--- src/rtl/hist_pkg.sv ---
package hist_pkg;

  // Saturating increment on a value that is at most 32 bits wide.
  function automatic logic [31:0] sat_inc(input logic [31:0] val, input logic [31:0] maxv);
    if (val >= maxv) return maxv;
    return val + 32'd1;
  endfunction

endpackage

--- src/rtl/hist_bank.sv ---
module hist_bank #(
  parameter int AW = 4,
  parameter int DW = 6
) (
  input  logic          clk,
  input  logic          rst_n,
  input  logic          we,
  input  logic [AW-1:0] waddr,
  input  logic [DW-1:0] wdata,
  input  logic [AW-1:0] raddr,
  output logic [DW-1:0] rdata
);
  localparam int DEPTH = 1 << AW;

  logic [DW-1:0] mem [DEPTH];
  logic [DW-1:0] rdata_q;
  logic [DW-1:0] rdata_nxt;

  always_comb rdata_nxt = mem[raddr];

  always_ff @(posedge clk or negedge rst_n) begin
    if (!rst_n) begin
      rdata_q <= '0;
    end else begin
      rdata_q <= rdata_nxt;
    end
  end

  always_ff @(posedge clk or negedge rst_n) begin
    if (!rst_n) begin
      for (int i = 0; i < DEPTH; i++) mem[i] <= '0;
    end else if (we) begin
      mem[waddr] <= wdata;
    end
  end

  assign rdata = rdata_q;
endmodule

--- src/rtl/hist_arb.sv ---
module hist_arb #(
  parameter int AW = 5,
  parameter int DW = 6
) (
  input  logic          clk,
  input  logic          rst_n,
  input  logic          rd_vld,
  input  logic [AW-1:0] rd_addr,
  input  logic          wr_vld,
  input  logic [AW-1:0] wr_addr,
  input  logic [DW-1:0] wr_data,
  input  logic [DW-1:0] mem_rdata,
  output logic [DW-1:0] fix_rdata
);
  // Write wins a same-address collision; its data replaces the stale read.
  logic          hit_nxt, hit_q;
  logic [DW-1:0] hold_nxt, hold_q;

  always_comb begin
    hit_nxt  = rd_vld && wr_vld && (rd_addr == wr_addr);
    hold_nxt = hold_q;
    if (hit_nxt) hold_nxt = wr_data;
  end

  always_ff @(posedge clk or negedge rst_n) begin
    if (!rst_n) begin
      hit_q  <= 1'b0;
      hold_q <= '0;
    end else begin
      hit_q  <= hit_nxt;
      hold_q <= hold_nxt;
    end
  end

  assign fix_rdata = hit_q ? hold_q : mem_rdata;
endmodule

--- src/rtl/hist_update.sv ---
module hist_update #(
  parameter int AW = 5,
  parameter int DW = 6
) (
  input  logic          clk,
  input  logic          rst_n,
  input  logic          rd_vld,
  input  logic [AW-1:0] rd_addr,
  input  logic [DW-1:0] rdata,
  output logic          s1_vld,
  output logic [AW-1:0] s1_addr,
  output logic [DW-1:0] wr_data
);
  localparam logic [DW-1:0] MAXC = {DW{1'b1}};

  logic          vld_nxt, vld_q;
  logic [AW-1:0] addr_nxt, addr_q;

  always_comb begin
    vld_nxt  = rd_vld;
    addr_nxt = addr_q;
    if (rd_vld) addr_nxt = rd_addr;
  end

  always_ff @(posedge clk or negedge rst_n) begin
    if (!rst_n) begin
      vld_q  <= 1'b0;
      addr_q <= '0;
    end else begin
      vld_q  <= vld_nxt;
      addr_q <= addr_nxt;
    end
  end

  assign wr_data = DW'(hist_pkg::sat_inc(32'(rdata), 32'(MAXC)));
  assign s1_vld  = vld_q;
  assign s1_addr = addr_q;

  AST_NO_WRAP: assert property (@(posedge clk) disable iff (!rst_n)
    s1_vld |-> (wr_data != '0));
endmodule

--- src/rtl/stream_histogram.sv ---
module stream_histogram #(
  parameter int BIN_W = 4,
  parameter int CNT_W = 6
) (
  input  logic             clk,
  input  logic             rst_n,
  input  logic             in_valid,
  input  logic [BIN_W-1:0] in_bin,
  input  logic             in_sync,
  input  logic [BIN_W-1:0] ext_addr,
  output logic [CNT_W-1:0] ext_rdata,
  output logic             cur_bank
);
  localparam int AW = BIN_W + 1;

  // reset: asynchronous assert, synchronous release
  logic rst_meta, rst_s;
  always_ff @(posedge clk or negedge rst_n) begin
    if (!rst_n) begin
      rst_meta <= 1'b0;
      rst_s    <= 1'b0;
    end else begin
      rst_meta <= 1'b1;
      rst_s    <= rst_meta;
    end
  end

  // read-bus bank pointer and its delayed copy for the read-data mux
  logic ptr_q, ptr_nxt, rd_bank, rd_bank_q;
  always_comb begin
    ptr_nxt = ptr_q;
    if (in_sync) ptr_nxt = ~ptr_q;
  end
  assign rd_bank = ptr_nxt;

  always_ff @(posedge clk or negedge rst_s) begin
    if (!rst_s) begin
      ptr_q     <= 1'b0;
      rd_bank_q <= 1'b0;
    end else begin
      ptr_q     <= ptr_nxt;
      rd_bank_q <= rd_bank;
    end
  end

  logic [AW-1:0]    rd_addr;
  logic             s1_vld;
  logic [AW-1:0]    s1_addr;
  logic [CNT_W-1:0] wr_data;
  logic [CNT_W-1:0] upd_rdata;
  logic [CNT_W-1:0] bank_rd [2];
  logic [1:0]       bank_we;
  logic             wr_bank;

  assign rd_addr = {rd_bank, in_bin};
  assign wr_bank = s1_addr[AW-1];

  hist_update #(.AW(AW), .DW(CNT_W)) u_upd (
    .clk(clk), .rst_n(rst_s), .rd_vld(in_valid), .rd_addr(rd_addr),
    .rdata(upd_rdata), .s1_vld(s1_vld), .s1_addr(s1_addr), .wr_data(wr_data)
  );

  hist_arb #(.AW(AW), .DW(CNT_W)) u_arb (
    .clk(clk), .rst_n(rst_s), .rd_vld(in_valid), .rd_addr(rd_addr),
    .wr_vld(s1_vld), .wr_addr(s1_addr), .wr_data(wr_data),
    .mem_rdata(bank_rd[rd_bank_q]), .fix_rdata(upd_rdata)
  );

  for (genvar g = 0; g < 2; g++) begin : g_bank
    logic [BIN_W-1:0] raddr;
    assign bank_we[g] = s1_vld && (wr_bank == 1'(g));
    assign raddr      = (rd_bank == 1'(g)) ? in_bin : ext_addr;
    hist_bank #(.AW(BIN_W), .DW(CNT_W)) u_bank (
      .clk(clk), .rst_n(rst_s), .we(bank_we[g]), .waddr(s1_addr[BIN_W-1:0]),
      .wdata(wr_data), .raddr(raddr), .rdata(bank_rd[g])
    );
  end

  assign ext_rdata = bank_rd[~rd_bank_q];
  assign cur_bank  = ptr_q;

  AST_PTR_FLIP: assert property (@(posedge clk) disable iff (!rst_s)
    in_sync |=> (cur_bank != $past(cur_bank)));
  AST_PTR_HOLD: assert property (@(posedge clk) disable iff (!rst_s)
    !in_sync |=> $stable(cur_bank));
  AST_RD_MUX_LAG: assert property (@(posedge clk) disable iff (!rst_s)
    s1_vld |-> (rd_bank_q == wr_bank));
  AST_ONE_BANK_WR: assert property (@(posedge clk) disable iff (!rst_s)
    $onehot0(bank_we));
endmodule

--- config.mk ---
export PLATFORM = sky130hd
export DESIGN_NAME = stream_histogram
export DESIGN_NICKNAME = d
export VERILOG_FILES = /design/src/rtl/hist_pkg.sv /design/src/rtl/hist_bank.sv /design/src/rtl/hist_arb.sv /design/src/rtl/hist_update.sv /design/src/rtl/stream_histogram.sv
export SDC_FILE = /design/constraint.sdc
export NUM_CORES = 1
export LEC_CHECK = 0
export ABC_AREA = 1
export ABC_CLOCK_PERIOD_IN_PS = 13490
export BUFFER_PORTS_ARGS = -buffer_cell sky130_fd_sc_hd__buf_2
export CAP_MARGIN = 20
export CELL_PAD_IN_SITES_DETAIL_PLACEMENT = 0
export CELL_PAD_IN_SITES_GLOBAL_PLACEMENT = 1
export CORE_ASPECT_RATIO = 0.5
export CORE_UTILIZATION = 34
export CTS_BUF_LIST = sky130_fd_sc_hd__clkbuf_16
export CTS_CLUSTER_SIZE = 24
export DETAILED_ROUTE_END_ITERATION = 6
export PLACE_DENSITY_LB_ADDON = 0.1
export SYNTH_ARGS = -nofsm -noshare
export SYNTH_HDL_FRONTEND = slang
export SYNTH_HIERARCHICAL = 1
export SYNTH_SLANG_ARGS = --single-unit
--- constraint.sdc ---
create_clock -name clk -period 13.49 [get_ports clk]
set_input_delay 1.349 -clock clk [delete_from_list [all_inputs] [get_ports clk]]
set_output_delay 1.349 -clock clk [all_outputs]
set_load 0.01 [all_outputs]
Yosys cells after proc, flatten, opt, wreduce, memory -nomap -nowiden
Index checks and enable logic that the tools add are counted.
- logic and storage cells: 85
- bits of input ports: 12
- bits in registers: 220
- equality and inequality tests: 1
- add/subtract/negate cells: 1
- multiplexer cells: 23
- bitwise logic cells: 7
- reduce and logical (&&, ||, !) cells: 5
- magnitude comparators: 7
- operator list (operator ; number):
    bitwise mux 96 bit ; 2
    two-way mux 6 bit ; 14
    binary-select mux 6 bit (select 4 bit) ; 2
    demux 6 bit (select 4 bit) ; 1
    greater-or-equal comparator 5 bit, second input constant ; 3
    NOT 4 -> 5 bit ; 3
    two-way mux 4 bit ; 2
    adder 6 x 1 -> 6 bit, second input constant ; 1
    greater-or-equal comparator 6 bit, second input constant ; 1
    equality test 5 bit ; 1
    logical AND 1 bit ; 5
    less-than comparator 5 x 1 -> 1 bit, second input constant ; 1
    greater-or-equal comparator 2 bit, second input constant ; 2
    NOT 1 -> 2 bit ; 2
    two-way mux 1 bit ; 2
    NOT 1 bit ; 2

Longest topological paths before layout
- depth in word-level cells: 9
- depth in mapped cells: 12
- depth with buffers taken out: 11

Hierarchy
Netlist, hierarchy kept.
- by module, submodules not included (module ; cells an instance ; times used ; area an instance (um^2)):
    hist_bank ; 650 ; 2 ; 4964.8
    hist_arb ; 61 ; 1 ; 513.0
    stream_histogram ; 71 ; 1 ; 372.9
    hist_update ; 38 ; 1 ; 331.6

Worst setup path before layout
OpenSTA, ideal clock, no wires.
- path kind: register to register
- from: register rd_bank_q
- to: register g_bank[0].u_bank/mem[44] (netlist bit)
- period minus slack after synthesis: 2.766 ns
- stages on the path, launching flop included: 11
- data arrival time: 2.681 ns
- data required time: 13.405 ns
- setup slack: 10.724 ns
- cells stage by stage: dfrtp_1 buf_2 nand2_1 o21ai_0 mux2_2 ha_1 nand2_1 inv_2 o21ai_0 inv_1 o21ai_0
- longest elaborated chain between the ends: 9
- elaborated cells on any way between the ends: 10
- classes of those cells: add/sub: 1; order compare: 1; mux: 7; bitwise: 1
- RTL lines (what ; RTL line ; text):
    start: declaration ; stream_histogram.sv:29 ; logic ptr_q, ptr_nxt, rd_bank, rd_bank_q;
    start signal: assignment ; stream_histogram.sv:42 ; rd_bank_q <= rd_bank;
    NOT 1 -> 2 bit (implied by the code) (*) ; stream_histogram.sv:66 ; .mem_rdata(bank_rd[rd_bank_q]), .fix_rdata(upd_rdata)
    two-way mux 6 bit (implied by the code) (*) (3 in a row) ; stream_histogram.sv:66 ;
    two-way mux 6 bit (*) ; hist_arb.sv:35 ; assign fix_rdata = hit_q ? hold_q : mem_rdata;
    net upd_rdata[0] ; stream_histogram.sv:50 ; logic [CNT_W-1:0] upd_rdata;
    greater-or-equal comparator 6 bit ; hist_pkg.sv:5 ; if (val >= maxv) return maxv;
    two-way mux 1 bit ; hist_pkg.sv:5 ;
    two-way mux 6 bit (*) ; hist_pkg.sv:6 ; return val + 32'd1;
    net wr_data[2] ; stream_histogram.sv:49 ; logic [CNT_W-1:0] wr_data;
    bitwise mux 96 bit (*) ; hist_bank.sv:33 ; mem[waddr] <= wdata;
    end signal: indexed assignment ; hist_bank.sv:33 ;
    end: declaration ; hist_bank.sv:15 ; logic [DW-1:0] mem [DEPTH];
Mark *: on every way through the listed nets, which the timed path passes. The rest lies on a longest branch. The select of a mux whose other input is x is not followed.
A chain may end at the register's enable or synchronous reset.

Worst setup path in the final report
- from: register rd_bank_q
- to: output port ext_rdata[5]
- longest elaborated chain between the ends: 5
- RTL lines (what ; RTL line ; text):
    NOT 1 bit ; stream_histogram.sv:79 ; assign ext_rdata = bank_rd[~rd_bank_q];
    NOT 1 -> 2 bit ; stream_histogram.sv:79 ;
    two-way mux 6 bit (implied by the code) (3 in a row) ; stream_histogram.sv:79 ;
    end: declaration ; stream_histogram.sv:11 ; output logic [CNT_W-1:0] ext_rdata,
Every way passes these cells. The select of a mux whose other input is x is not followed.

==> impl_metrics.env <==
export IMPL_outcome="finished, final reports clean"
export IMPL_grt_pass1_vias=8514
export IMPL_cp_end_kind="output pin"
export IMPL_area_delta_synth_final_pct=8.49
export IMPL_power_density_nw_per_um2=210
export IMPL_arrival_ps=1920
export IMPL_ios=19
export IMPL_cp_required_ps=12140
export IMPL_wire_per_inst_um=16.7
export IMPL_h_tree_depth=1
export IMPL_cts_repair_resized=0
export IMPL_drv_slew=0
export IMPL_routed_top_layer="met4"
export IMPL_cts_hold_buf=0
export IMPL_crit_path_start_kind="register"
export IMPL_worstSetupStartpoint="rd_bank_q$_DFF_PN0_"
export IMPL_vias_per_cell=4.77
export IMPL_clk_pin_slew_worst_paths_ps=60
export IMPL_ir_drop_uv=68.2
export IMPL_finalSetupViolations=0
export IMPL_drtIter0Drc=671
export IMPL_seq_area_frac_synth_pct=49.4
export IMPL_clock_root_buffer="clkbuf_16"
export IMPL_start_util_pct=34.9
export IMPL_whs_ps=269
export IMPL_wirelength_mm=31.6
export IMPL_cpPeakStageDelay_ps=640
export IMPL_cts_buffers=23
export IMPL_finalHoldViolCount=0
export IMPL_num_vias=9051
export IMPL_path_max_fanout=16
export IMPL_synth_common_cells="nand2_1, inv_1, dfrtp_1, nand3_1, o21ai_0"
export IMPL_place_gp_congestion=0.820
export IMPL_antenna_left=0
export IMPL_synth_main_ff_cell="dfrtp_1"
export IMPL_cts_tree="yes"
export IMPL_wl_met1_mm=15.7
export IMPL_yosysMostFrequentCell="nand2_1"
export IMPL_clkLatencyLatePin_ps=530
export IMPL_hold_class="reg2async"
export IMPL_ys_top_cells_by_area="dfrtp_1, nand2_1, nand3_1, inv_1, o21ai_0"
export IMPL_yosysTopAreaCellShare_pct=49.4
export IMPL_fin_worst_skew_ps=15.1
export IMPL_yosys_warnings=6
export IMPL_cpMaxStageDelayCell="dfrtp_1"
export IMPL_period_needed_ps=3270
export IMPL_grt_pass1_wl_mm=50.5
export IMPL_tightest_slew_ps=1060
export IMPL_clock_sinks=220
export IMPL_cts_max_path_buffers=3
export IMPL_grt_remaining_overflow=0
export IMPL_leakage_uw=0.00603
export IMPL_antenna_cells=0
export IMPL_antenna_found_initial=0
export IMPL_placement_io_buffers=18
export IMPL_grt_max_degree=75
export IMPL_die_area_um2=33600
export IMPL_critPathKind="reg2out"
export IMPL_synthArstFlopShare_pct=100
export IMPL_timing_max_cap_violations=0
export IMPL_drt_drc_violations_left=0
export IMPL_synth_top_cell_by_area="dfrtp_1"
export IMPL_grt_usage_pct=19.5
export IMPL_rsz0062_at_grt="false"
export IMPL_drive_gt1_share_pct=7.65
export IMPL_post_dp_hpwl_mm=20.7
export IMPL_nNetsFinal=1468
export IMPL_worstPathCellList="inv_2, o21ai_0, buf_2"
export IMPL_syn_nets=1483
export IMPL_max_slew_margin_rel_pct=28.5
export IMPL_fmax_mhz=306
export IMPL_fp_row_count=46
export IMPL_wl_met2_mm=14.1
export IMPL_r2r_start="rd_bank_q$_DFF_PN0_"
export IMPL_die_w_um=258
export IMPL_synth_avg_cell_area_um2=7.58
export IMPL_synth_edf_count=0
export IMPL_route_met3_wl_mm=1.14
export IMPL_tns_ps=0
export IMPL_post_cts_buffers=0
export IMPL_core_um2=31900
export IMPL_die_y_um=130
export IMPL_netlist_area_um2=11100
export IMPL_nFillCells=3404
export IMPL_synth_cells=1470
export IMPL_synth_seq_cells=220
export IMPL_ys_types=25
export IMPL_dr_pass1_iters=5
export IMPL_fin_crit_sh_pct=24.3
[registers in the layout, indices dropped and copies added (netlist names)]
name / count
u_upd/s1_vld: 1
rst_s: 1
u_upd/s1_addr: 5
u_arb/hit_q: 1
rst_meta: 1
g_bank.u_bank/rdata: 12
rd_bank_q: 1
g_bank.u_bank/mem: 192
u_arb/hold_q: 6
[stage by stage]
stage	utilization (%)	instance area [um2]	total power (uW)	worst slack [ps]	cells
after floorplan	-	11100	1670	6910	1470
after global placement	35.8	11400	1970	9910	1862
final	37.9	12100	2540	10220	1897
after detailed placement	35.8	11400	1980	9920	1862
after global routing	37.9	12100	2760	10020	1897
after CTS	37.9	12100	2580	10140	1897
[layout make-up]
type,instances,area [um2],area share [%]
timing repair buffer,31,188,1.55
inverter,238,898,7.43
sequential,220,5510,45.6
clock inverter,12,73.8,0.610
clock buffer,23,576,4.76
multi-input combinational,941,4310,35.6
tap,432,541,4.47
[power breakdown]
| part | internal [uW] | switching [uW] | leakage, uW |
|---|---|---|---|
| combinational | 274 | 598 | 0.00295 |
| clock | 323 | 263 | 0.000350 |
| sequential | 952 | 134 | 0.00273 |
[routing by layer]
layer	track usage, %	up-vias
li1	-	4533
met3	3.22	46
met2	31.2	135
met5	0	-
met1	27.7	4337
met4	4.84	0
[placed cells by master (no fill, tap or decap), drive strengths merged]
| cell | count |
|---|---|
| buf | 31 |
| bufinv | 1 |
| clkbuf | 23 |
| clkinv | 3 |
| conb | 1 |
| dfrtp | 220 |
| ha | 1 |
| inv | 246 |
| mux2 | 11 |
| nand2 | 476 |
| nand3 | 195 |
| nand4 | 9 |
| nor2 | 37 |
| o21ai | 207 |
| or2 | 4 |
[logic make-up after synthesis]
group           Yosys count  share of synthesized area, %
mux                      11                          1.11
compound gates          207                          9.43
flops                   220                          49.4
simple gates            721                          27.9
buf+inv                 309                          12.0
fa+ha+maj                 1                         0.112
other cells               1                        0.0336
[worst max-delay path, delay by kind of cell (launching register included)]
family,cells,cell delay [ps]
DFF,1,640
AOI/OAI and AO/OA,1,330
buffers and inverters,2,420
[worst paths after layout]
kind	cells after the start	slack, ps	endpoint
min in group clk	0	360	rst_s$_DFF_PN0_
setup / recovery	3	10220	ext_rdata[5]
hold reg to reg	0	270	g_bank[0].u_bank/mem[10]$_DFFE_PN0P_
setup reg to reg	7	10300	g_bank[0].u_bank/mem[45]$_DFFE_PN0P_
hold / removal	0	270	g_bank[0].u_bank/mem[10]$_DFFE_PN0P_
max in group asynchronous	2	11270	g_bank[1].u_bank/mem[2]$_DFFE_PN0P_
Note: power is estimated with default switching activity, not from simulation.
